File: src/rtl/adc_out_fmt_pkg.sv
package adc_out_fmt_pkg;
   typedef enum logic [1:0] {
      PAT_PASS   = 2'd0,
      PAT_ZEROS  = 2'd1,
      PAT_ONES   = 2'd2,
      PAT_TOGGLE = 2'd3
   } pat_e;
endpackage

File: src/rtl/aof_code.sv
module aof_code #(
   parameter int DATA_W = 12
) (
   input  logic [DATA_W-1:0] raw,
   input  logic              twos,
   input  logic              flag_in,
   output logic [DATA_W-1:0] code,
   output logic              range_hit
);
   localparam int MSB = DATA_W - 1;
   localparam logic [DATA_W-1:0] ALL_ONES = {DATA_W{1'b1}};

   // flipping the MSB re-centres offset binary onto two's complement
   always_comb begin
      code      = raw;
      code[MSB] = raw[MSB] ^ twos;
   end

   assign range_hit = flag_in | (raw == '0) | (raw == ALL_ONES);
endmodule

File: src/rtl/aof_pattern.sv
module aof_pattern
   import adc_out_fmt_pkg::*;
#(
   parameter int DATA_W = 12
) (
   input  logic              clk,
   input  logic              rst,
   input  pat_e              sel,
   input  logic [DATA_W-1:0] code,
   input  logic              range_hit,
   output logic [DATA_W-1:0] nxt_word,
   output logic              nxt_ovr
);
   logic phase_q;

   // alternating phase starts at 1 out of reset and flips every edge
   always_ff @(posedge clk) begin
      if (rst) phase_q <= 1'b1;
      else     phase_q <= ~phase_q;
   end

   for (genvar b = 0; b < DATA_W; b++) begin : g_bit
      always_comb begin
         unique case (sel)
            PAT_PASS:   nxt_word[b] = code[b];
            PAT_ZEROS:  nxt_word[b] = 1'b0;
            PAT_ONES:   nxt_word[b] = 1'b1;
            PAT_TOGGLE: nxt_word[b] = phase_q;
            default:    nxt_word[b] = code[b];
         endcase
      end
   end

   assign nxt_ovr = (sel == PAT_PASS) & range_hit;
endmodule

File: src/rtl/aof_outclk.sv
module aof_outclk (
   input  logic clk,
   input  logic pol_fall,
   output logic dclk
);
   // data moves on clk rise; an inverted copy rises mid-period
   assign dclk = pol_fall ? clk : ~clk;
endmodule

File: src/rtl/adc_out_fmt.sv
module adc_out_fmt
   import adc_out_fmt_pkg::*;
#(
   parameter int DATA_W = 12
) (
   input  logic              clk,
   input  logic              rst,
   input  logic [DATA_W-1:0] core_code,
   input  logic              core_ovr,
   input  logic              fmt_twos,
   input  logic [1:0]        pat_sel,
   input  logic              oe,
   input  logic              pdn,
   input  logic              pol_fall,
   output logic [DATA_W-1:0] dout,
   output logic              ovr,
   output logic              dclk,
   output logic              pad_en
);
   if (DATA_W < 2) begin : g_bad_width
      $error("adc_out_fmt: DATA_W must be at least 2");
   end

   logic [DATA_W-1:0] code_w, word_w;
   logic              hit_w, ovr_w;

   aof_code #(.DATA_W(DATA_W)) u_code (
      .raw       (core_code),
      .twos      (fmt_twos),
      .flag_in   (core_ovr),
      .code      (code_w),
      .range_hit (hit_w)
   );

   aof_pattern #(.DATA_W(DATA_W)) u_pat (
      .clk       (clk),
      .rst       (rst),
      .sel       (pat_e'(pat_sel)),
      .code      (code_w),
      .range_hit (hit_w),
      .nxt_word  (word_w),
      .nxt_ovr   (ovr_w)
   );

   aof_outclk u_clk (
      .clk      (clk),
      .pol_fall (pol_fall),
      .dclk     (dclk)
   );

   always_ff @(posedge clk) begin
      if (rst) begin
         dout <= '0;
         ovr  <= 1'b0;
      end else begin
         dout <= word_w;
         ovr  <= ovr_w;
      end
   end

   assign pad_en = oe & ~pdn;
endmodule

File: config.mk
export PLATFORM = sky130hd
export DESIGN_NAME = adc_out_fmt
export DESIGN_NICKNAME = d
export VERILOG_FILES = /design/src/rtl/adc_out_fmt_pkg.sv /design/src/rtl/aof_code.sv /design/src/rtl/aof_pattern.sv /design/src/rtl/aof_outclk.sv /design/src/rtl/adc_out_fmt.sv
export SDC_FILE = /design/constraint.sdc
export NUM_CORES = 1
export LEC_CHECK = 0
export BUFFER_PORTS_ARGS = -buffer_cell sky130_fd_sc_hd__buf_2
export CELL_PAD_IN_SITES_DETAIL_PLACEMENT = 0
export CELL_PAD_IN_SITES_GLOBAL_PLACEMENT = 1
export CORE_MARGIN = 2
export CORE_UTILIZATION = 26
export DETAILED_ROUTE_END_ITERATION = 7
export GPL_TIMING_DRIVEN = 0
export PLACE_DENSITY_LB_ADDON = 0.2
export SETUP_SLACK_MARGIN = 0.5
export SYNTH_ARGS = -nofsm -noshare
export SYNTH_HDL_FRONTEND = slang
export SYNTH_SLANG_ARGS = --single-unit
File: constraint.sdc
create_clock -name clk -period 1.2 [get_ports clk]
set_input_delay 0.06 -clock clk [delete_from_list [all_inputs] [get_ports clk]]
set_output_delay 0.06 -clock clk [all_outputs]
set_load 0.02 [all_outputs]
==> out/results.tsv, run 1 <==
metric	value	unit
synth_edf_count	0	
critPathLaunch	clk	
tns	0	ps
hold_buffers	14	
layout_commonest_cell	buf_6	
grt-ovfl-total	0	
synth_area_leaders	dfxtp_1, a21o_1, nand4_1, nor4_1, a2111oi_2	
hold_path_depth	2	
slew-limit-headroom	0.7179	
synth_cell_types	18	
yosysTopAreaCell	dfxtp_1	
peakVddDrop	0.001326	V
syn_area_per_cell	10.62	sq um
final_hold_viol_count	2	
design_area	0.001196	sq mm
status	finished with violations	
synth_flop_cell	dfxtp_1	
min_path_type	in -> reg	
fin_skew	5.722	ps
async_flop_share	0	
drt_iter0_markers	10	
ys_warn_count	0	
violations	negative hold slack	
path_class	clk -> out	
netlist_area	499.2	sq um
antenna_left	0	
crit_required	1140	ps
drt-total-wl	1.608	mm
cp-start-kind	clock port	
io_buffers	35	
area_growth	139.6	%
fin_util	0.6780	
r2r_start	u_pat.phase_q	
reg2regPathDepth	3	
dieWidth	47.82	microns
setup_violations	0	
drive_above_1_share	0.6415	
layout_common_cells	buf_6, dfxtp_2, dlygate4sd3_1	
path_clk_slew	80	ps
cts_tree	built	
place_area	723.2	sq um
path_max_fanout	2	
n_antenna_cell	0	
drv_cap	0	
worstMarginPinSlew	423.2	ps
cp-end-kind	output port	
post-route-drc-count	0	
grtUsageTotal	0.1527	
gp_congestion	0.7604	
nets	128	
syn_nets	68	
wl_per_cell	12.27	microns
timing.hold.ws	-117.4	ps
first_pass_iters	3	
rsz0062_at_grt	yes	
ys_seq_area_frac	0.5614	
num_vias	592	
start_util	0.2830	
r2r_slack	210	ps
dp_hpwl	966	microns
synth_top_area_share	0.5614	
endpoint	dclk	
power.density	1328	mW/mm^2
p_leak	0.5992	nW
grt_start_max_net_pins	11	
dpl_worst_slack	80.19	ps
ioPinCount	36	
ys_ff_latch	14	
cp_data_arrival_time	1090	ps
core-area	0.001764	sq mm
grt_pass1_vias	616	
setup_ws	47.49	ps
vias_per_cell	4.519	
antenna_found_initial	0	
maxSlewViolCount	0	
grt_pass1_wl	2.283	mm
r2r_end	dout[3]	
row_count	15	
syn_inst	47	
die_h	47.82	microns
clock_latency	390	ps
die_area	0.002287	sq mm
## per-layer routing
layer  global-route usage  routed length, microns  up-vias
met3              0.06038                     119        2
met1               0.1621                     678      273
met5                    0                       0        -
met4               0.1081                       9        0
met2               0.2453                     801       26
li1                     -                       -      291
## power breakdown
group | leakage, nW | total, W | internal (W) | switching (W)
logic | 0.428 | 0.000322 | 0.000190 | 0.000132
registers | 0.120 | 0.000524 | 0.000508 | 0.0000165
clock network | 0.0516 | 0.000742 | 0.000460 | 0.000282
total | 0.599 | 0.00159 | 0.00116 | 0.000431
## cell type report
cell class	instances	area (sq um)
plain buffers	2	18.77
clock buffers	8	77.57
fillers	151	568.0
inverters	2	7.507
multi-input cells	29	261.5
flip-flops and latches	14	297.8
well taps	25	31.28
repair buffers	51	501.7
## Yosys cell counts (2+ instances only)
cell type and number:
a21o_1 10, clkbuf_1 2, dfxtp_1 14, inv_1 2, nand2_1 2, nand4_1 3, nor4_1 3
## worst max-delay path: stages
cell and delay (ps):
buf_6 90, buf_8 110, xnor2_2 140, buf_4 160
## state kept, by name, indices dropped and copies added (netlist names)
register	count
dout	12
ovr	1
u_pat.phase_q	1
## worst min path at each step
stage,startpoint,to,slack (ps)
2_1_floorplan,rst,ovr,130
3_3_place_gp,clk,dclk,240
3_5_place_dp,clk,dclk,240
4_1_cts,pat_sel[0],ovr,-150
5_1_grt,pat_sel[0],ovr,-130
6_report,pat_sel[0],ovr,-120
## timing repair
item | 4_1_cts | 5_1_grt
resized for setup | 43 | 35
setup buffers | 2 | 0
setup endpoints to repair | 26 | 27
endpoints found under the hold margin | 14 | 2
pin swaps | 0 | 7
cloned | 1 | 0
## per-stage QoR
| step | std cells | hold slack, ps | total power (W) |
|---|---|---|---|
| after detailed placement | 107 | 235.4 | 0.0008419 |
| after floorplan | 47 | 128.9 | 0.0007214 |
| final | 131 | -117.4 | 0.001589 |
| after global routing | 131 | -131.2 | 0.001672 |
| after CTS | 131 | -154.2 | 0.001514 |
| after global placement | 107 | 235.4 | 0.0008415 |
## cell families (layout without fill, tap and decap cells)
kind of cell | Yosys count | count (layout) | share of synthesized area
buffers and inverters | 4 | 63 | 0.03009
DFF | 14 | 14 | 0.5614
and+or+nand+nor | 11 | 11 | 0.1228
AOI/OAI and AO/OA | 16 | 16 | 0.2506
xor gates and xnor gates | 2 | 2 | 0.03509
Note: power is estimated with default switching activity, not from simulation.
==> inputs of run 2 (changes only) <==
Settings changed: ABC_AREA set to 1.
==> run 2 against run 1 <==
  * The flow still finishes with violations (negative hold slack)
  * Sequential cell count stayed put
  * Register-to-register slack better by 130 ps
  * First-iteration DRC count decreased by 40%
  * Synthesized cell count rose by 64%
  * Area after synthesis is 11% higher
  * Critical endpoint unchanged
  * Clock power is 11% higher
  * Critical path type unchanged
  * Routed wire length fell by 3.7%
==> out/results.tsv, run 2 <==
metric	value	unit	change
status	finished with violations		
violations	negative hold slack		
ioPinCount	36		unchanged
path_max_fanout	2		unchanged
antenna_found_initial	0		unchanged
die_area	0.002512	sq mm	+9.9%
slowest_stage	xnor2_4		
slew-limit-headroom	0.5349		-0.1830
start_util	0.2790		-0.003939
ys_seq_area_frac	0.5068		-0.05462
n_antenna_cell	0		unchanged
dpl_worst_slack	277.6	ps	+197.5 ps
hold_buffers	14		unchanged
dp_hpwl	1.050	mm	+8.7%
post-route-drc-count	0		unchanged
fin_util	0.5915		-0.08647
antenna_left	0		unchanged
drt_iter0_markers	6		-4
synth_edf_count	0		unchanged
cp_data_arrival_time	1080	ps	about the same
wl_per_cell	9.621	microns	-22%
worstMarginPinSlew	697.7	ps	+274.5 ps
post_cts_buffers	0		-2
top_regs	dout: 12 flops, ovr: 1 flops, u_pat.phase_q: 1 flops		
vias_per_cell	4.143		-8.3%
rsz0062_at_grt	yes		
cp-start-kind	clock port		
ys_warn_count	0		unchanged
timing.hold.ws	-21.43	ps	+95.94 ps
multi_input_area	307.8	sq um	+18%
core-area	0.001982	sq mm	+12%
drt-total-wl	1.549	mm	-3.7%
row_count	16		+1
synthAdderAreaFrac	0		unchanged
first_pass_iters	2		-1
largest_reg_flops	12		unchanged
syn_nets	98		+44%
setup_ws	56.00	ps	+8.506 ps
synth_top_area_share	0.5068		-0.05462
nets	156		+22%
synth_area_leaders	dfxtp_1, nand2_1, a21oi_1, nor2_1, inv_1		
min_path_type	in -> reg		
fillCellCount	185		+23%
layout_common_cells	nand2_1, buf_2, buf_6		
seq_area	297.8	sq um	unchanged
path_clk_slew	80	ps	about the same
num_vias	667		+13%
area_growth	112.0	%	
power.density	1399	mW/mm^2	+5.3%
clock_latency	370	ps	-20 ps
top_register	dout		
p_total	0.001640	W	+3.2%
async_flop_share	0		unchanged
fin_skew	0.4436	ps	-5.278 ps
grt_pass1_vias	628		+1.9%
synth_flop_cell	dfxtp_1		
crit_path_frequent_cell	buf_6		
die_h	50.12	microns	+4.8%
layout_commonest_cell	nand2_1		
crit_path_max_incr_delay	140	ps	-20 ps
yosysMostFrequentCell	nand2_1		
setup_violations	0		unchanged
p_leak	0.5529	nW	-7.7%
grtUsageTotal	0.1451		-0.007614
final_hold_viol_count	2		unchanged
cp-end-kind	output port		
netlist_area	553.0	sq um	+11%
dieWidth	50.12	microns	+4.8%
syn_area_per_cell	7.182	sq um	-32%
grt_pass1_wl	2.504	mm	+9.7%
tns	0	ps	unchanged
cp_num_buf_inv	3		unchanged
synthTopCellsByCount	nand2_1, dfxtp_1, a21oi_1, nor2_1, inv_1		
synth_cell_types	14		-4
yosysTopAreaCell	dfxtp_1		
grt_start_max_net_pins	11		unchanged
maxSlewViolCount	0		unchanged
grt-ovfl-total	0		unchanged
path_class	clk -> out		
synth_top_family_by_area	simple AND/OR/NAND/NOR gates		
drv_cap	0		unchanged
peakVddDrop	0.001191	V	-10%
gp_congestion	0.7722		+1.6%
layoutNonFillerInstCount	161		+23%
synth-simple-area-share	0.2647		+0.1419
placed_cells	139		+30%
ys_ff_latch	14		unchanged
synth_xor_xnor_area_share	0.01584		-0.01925
synth-compound-area-share	0.1357		-0.1149
crit_family	buffers and inverters		
crit_required	1140	ps	about the same
drive_above_1_share	0.5522		-0.08927
io_buffers	35		unchanged
cts_tree	built		
path_cells	buf_6 > buf_8 > xnor2_4 > buf_6		
syn_inst	77		+64%
synthMuxAreaShare	0		unchanged
[run 2: changes by cell type in the layout (fill, tap and decap cells not counted), sizes merged, moves of 2 or more]
cell          change
or2               +2
nand2            +20
o21ai             +3
nor2             +10
a21o             -11
nor4              -3
dlygate4sd3       +2
inv               +5
dlymetal6s4s      -2
nand4             -3
nand3             +2
a21oi            +10
[run 2: cells by family (layout without fill, tap and decap cells)]
| kind of cell | after synthesis | in the layout |
|---|---|---|
| buffers and inverters | 10 | 67 |
| AND/OR/NAND/NOR | 37 | 37 |
| XOR/XNOR | 1 | 1 |
| AO/OA/AOI/OAI | 15 | 15 |
| flip-flops | 14 | 14 |
[run 2: worst paths after layout]
check / start / end / slack, ps / depth (start not counted)
worst max-delay path: clk / dclk / 60 / 4
worst min-delay path: rst / dout[7] / -20 / 3
worst max register to register: u_pat.phase_q / dout[3] / 340 / 3
worst min register to register: u_pat.phase_q / u_pat.phase_q / 430 / 1
[run 2: final cells by class]
type                       instances  share of cell area
buffer                             3             0.01921
clock buffer                       8             0.06937
inverter                           7             0.02241
multi-input combinational         53              0.2625
sequential                        14              0.2540
tap                               27             0.02882
timing repair buffer              49              0.3437
[run 2: per-layer routing]
metal	vias up	GRT usage	part of all wire
li1	357	-	-
met4	0	0.1389	0.025
met3	3	0.06667	0.083
met5	-	0	0
met1	283	0.1479	0.41
met2	24	0.2149	0.48
[run 2: worst reg2reg max path: cells and delay by family (launching register included)]
kind / cells / cell delay, ps
flip-flops: 1 / 340
AO/OA/AOI/OAI: 2 / 220
buffers and inverters: 1 / 160
[run 2: metrics by stage]
stage	hold slack (ps)	cell area, sq um
2_1_floorplan	126.1	623.1
3_3_place_gp	237.6	832.0
3_5_place_dp	237.6	832.0
4_1_cts	-38.63	1164
5_1_grt	-37.49	1172
6_report	-21.43	1172
[run 2: power by group]
group | leakage [nW] | switching [W] | internal, W
sequential | 0.120 | 0.0000154 | 0.000504
combinational | 0.379 | 0.000138 | 0.000155
clock | 0.0542 | 0.000303 | 0.000525
[run 2: what timing repair did]
action	CTS	global route
pin swaps	1	2
cloned	1	0
setup endpoints to repair	26	26
gates resized for setup	46	4
endpoints found under the hold margin	14	2
==> inputs of run 3 (changes only) <==
Settings changed: RECOVER_POWER set to 50.
==> run 3 against run 2 <==
  * The run now ends clean
  * Clock power barely moved
  * Die area did not move
  * Total power fell by 0.92%
  * Via count rose by 0.15%
  * Clock skew rose by 0.77 ps
  * Sequential cell count did not move
  * Sequential power barely moved
  * Final area fell by 2.5%
  * Count of clock-buffer cells in the layout did not move
  * Register-to-register slack got worse by 210 ps
  * Final cell count did not move
  * Setup slack barely moved
  * Largest power group unchanged
==> out/results.tsv, run 3 (same netlist as run 2, synthesis figures left out) <==
metric	value	unit	change
maxSlewViolCount	0		unchanged
power.density	1421	mW/mm^2	+1.6%
rsz0062_at_grt	yes		
crit_path_frequent_cell	buf_6		
row_count	16		unchanged
nets	156		unchanged
antenna_found_initial	0		unchanged
slew-limit-headroom	0.5661		+0.03124
p_int	0.001173	W	-0.95%
cp_num_buf_inv	3		unchanged
start_util	0.2790		unchanged
hold_buffers	14		unchanged
core-area	0.001982	sq mm	unchanged
area_growth	106.8	%	
drt-total-wl	1.572	mm	+1.5%
die_h	50.12	microns	unchanged
path_max_fanout	2		unchanged
post_cts_buffers	0		unchanged
timing.hold.ws	4.437	ps	+25.87 ps
io_buffers	35		unchanged
worstMarginPinSlew	650.8	ps	-46.86 ps
num_vias	668		+0.15%
fin_skew	1.213	ps	+0.7692 ps
cp_data_arrival_time	1080	ps	about the same
p_leak	0.5347	nW	-3.3%
final_hold_viol_count	0		-2
tns	0	ps	unchanged
top_regs	dout: 12 flops, ovr: 1 flops, u_pat.phase_q: 1 flops		
grt_start_max_net_pins	11		unchanged
dp_hpwl	1.050	mm	unchanged
path_class	clk -> out		
layout_commonest_cell	nand2_1		
largest_reg_flops	12		unchanged
crit_required	1140	ps	about the same
crit_family	buffers and inverters		
cp-start-kind	clock port		
crit_path_max_incr_delay	140	ps	about the same
grt_pass1_wl	2.504	mm	unchanged
slowest_stage	xnor2_4		
grtUsageTotal	0.1451		unchanged
dieWidth	50.12	microns	unchanged
setup_ws	56.15	ps	+0.1486 ps
layout_common_cells	nand2_1, buf_2, buf_6		
swShare	0.2785		about the same
wl_per_cell	9.764	microns	+1.5%
drv_cap	0		unchanged
antenna_left	0		unchanged
fillCellCount	190		+2.7%
drive_above_1_share	0.4925		-0.05970
ioPinCount	36		unchanged
dpl_worst_slack	277.6	ps	unchanged
clock_latency	380	ps	about the same
cts_tree	built		
cp-end-kind	output port		
vias_per_cell	4.149		+0.15%
first_pass_iters	4		+2
p_comb_frac	0.172		-0.007
die_area	0.002512	sq mm	unchanged
setup_violations	0		unchanged
min_path_type	in -> reg		
grt-ovfl-total	0		unchanged
peakVddDrop	0.001189	V	-0.15%
status	completed		
path_cells	buf_6 > buf_8 > xnor2_4 > buf_6		
power_frac_seq	0.319		+0.002
grt_pass1_vias	628		unchanged
multi_input_area	297.8	sq um	-3.3%
pwr-share-clk	0.508		+0.004
drt_iter0_markers	7		+1
n_antenna_cell	0		unchanged
path_clk_slew	80	ps	about the same
p_sw	0.0004525	W	-0.85%
gp_congestion	0.7722		unchanged
seq_area	296.5	sq um	-0.42%
post-route-drc-count	0		unchanged
top_register	dout		
[run 3: cell count changes in the layout (fill, tap and decap cells not counted)]
cell / before / now
clkbuf_1: 1 / 5
a21oi_2: 10 / 8
buf_2: 21 / 19
a21oi_1: 1 / 3
or2_0: 0 / 1
or2_4: 1 / 0
buf_6: 17 / 15
dfxtp_1: 0 / 1
dfxtp_2: 14 / 13
[run 3: layout make-up]
class,instances,area share
buffer,3,0.01313
clock buffer,8,0.07112
inverter,7,0.02298
multi-input combinational,53,0.2604
sequential,14,0.2593
tap,27,0.02954
timing repair buffer,49,0.3435
[run 3: final timing paths]
check                      from            end  slack (ps)  cells past startpoint
setup / recovery            clk           dclk          60                      4
hold / removal       pat_sel[0]       dout[11]           4                      4
setup reg to reg  u_pat.phase_q        dout[3]         130                      3
hold reg to reg   u_pat.phase_q  u_pat.phase_q         430                      1
[run 3: per-stage QoR]
step / utilization / std cells / power [W] / area, sq um
CTS: 0.5871 / 161 / 0.001609 / 1164
floorplan: - / 77 / 0.0007850 / 623.1
finish: 0.5770 / 161 / 0.001625 / 1144
global placement: 0.4198 / 139 / 0.0009019 / 832.0
detailed placement: 0.4198 / 139 / 0.0009042 / 832.0
global route: 0.5770 / 161 / 0.001711 / 1144
[run 3: power groups by stage]
stage | Sequential (W) | Clock [W] | Combinational, W
after floorplan | 0.000557 | 0.000144 | 0.0000840
after global placement | 0.000515 | 0.000174 | 0.000213
after detailed placement | 0.000516 | 0.000174 | 0.000214
after CTS | 0.000519 | 0.000796 | 0.000293
after global routing | 0.000523 | 0.000885 | 0.000303
final | 0.000519 | 0.000826 | 0.000280
[run 3: tightest hold or removal path: cells and delay by family]
| kind | cells | cell delay [ps] |
|---|---|---|
| AOI/OAI and AO/OA | 3 | 200 |
| buffers and inverters | 1 | 90 |
[run 3: what timing repair did]
| item | in CTS | in global routing |
|---|---|---|
| gates resized for setup | 46 | 4 |
| cloned | 1 | 0 |
| pin swaps | 1 | 2 |
| setup endpoints to repair | 26 | 26 |
| hold endpoints to repair | 14 | 2 |
[run 3: per-layer routing]
metal | vias to the layer above | global-route usage | part of all wire
met5 | - | 0 | 0
met4 | 0 | 0.1389 | 0.022
met3 | 3 | 0.06667 | 0.080
met2 | 24 | 0.2149 | 0.47
met1 | 286 | 0.1479 | 0.42
li1 | 355 | - | -
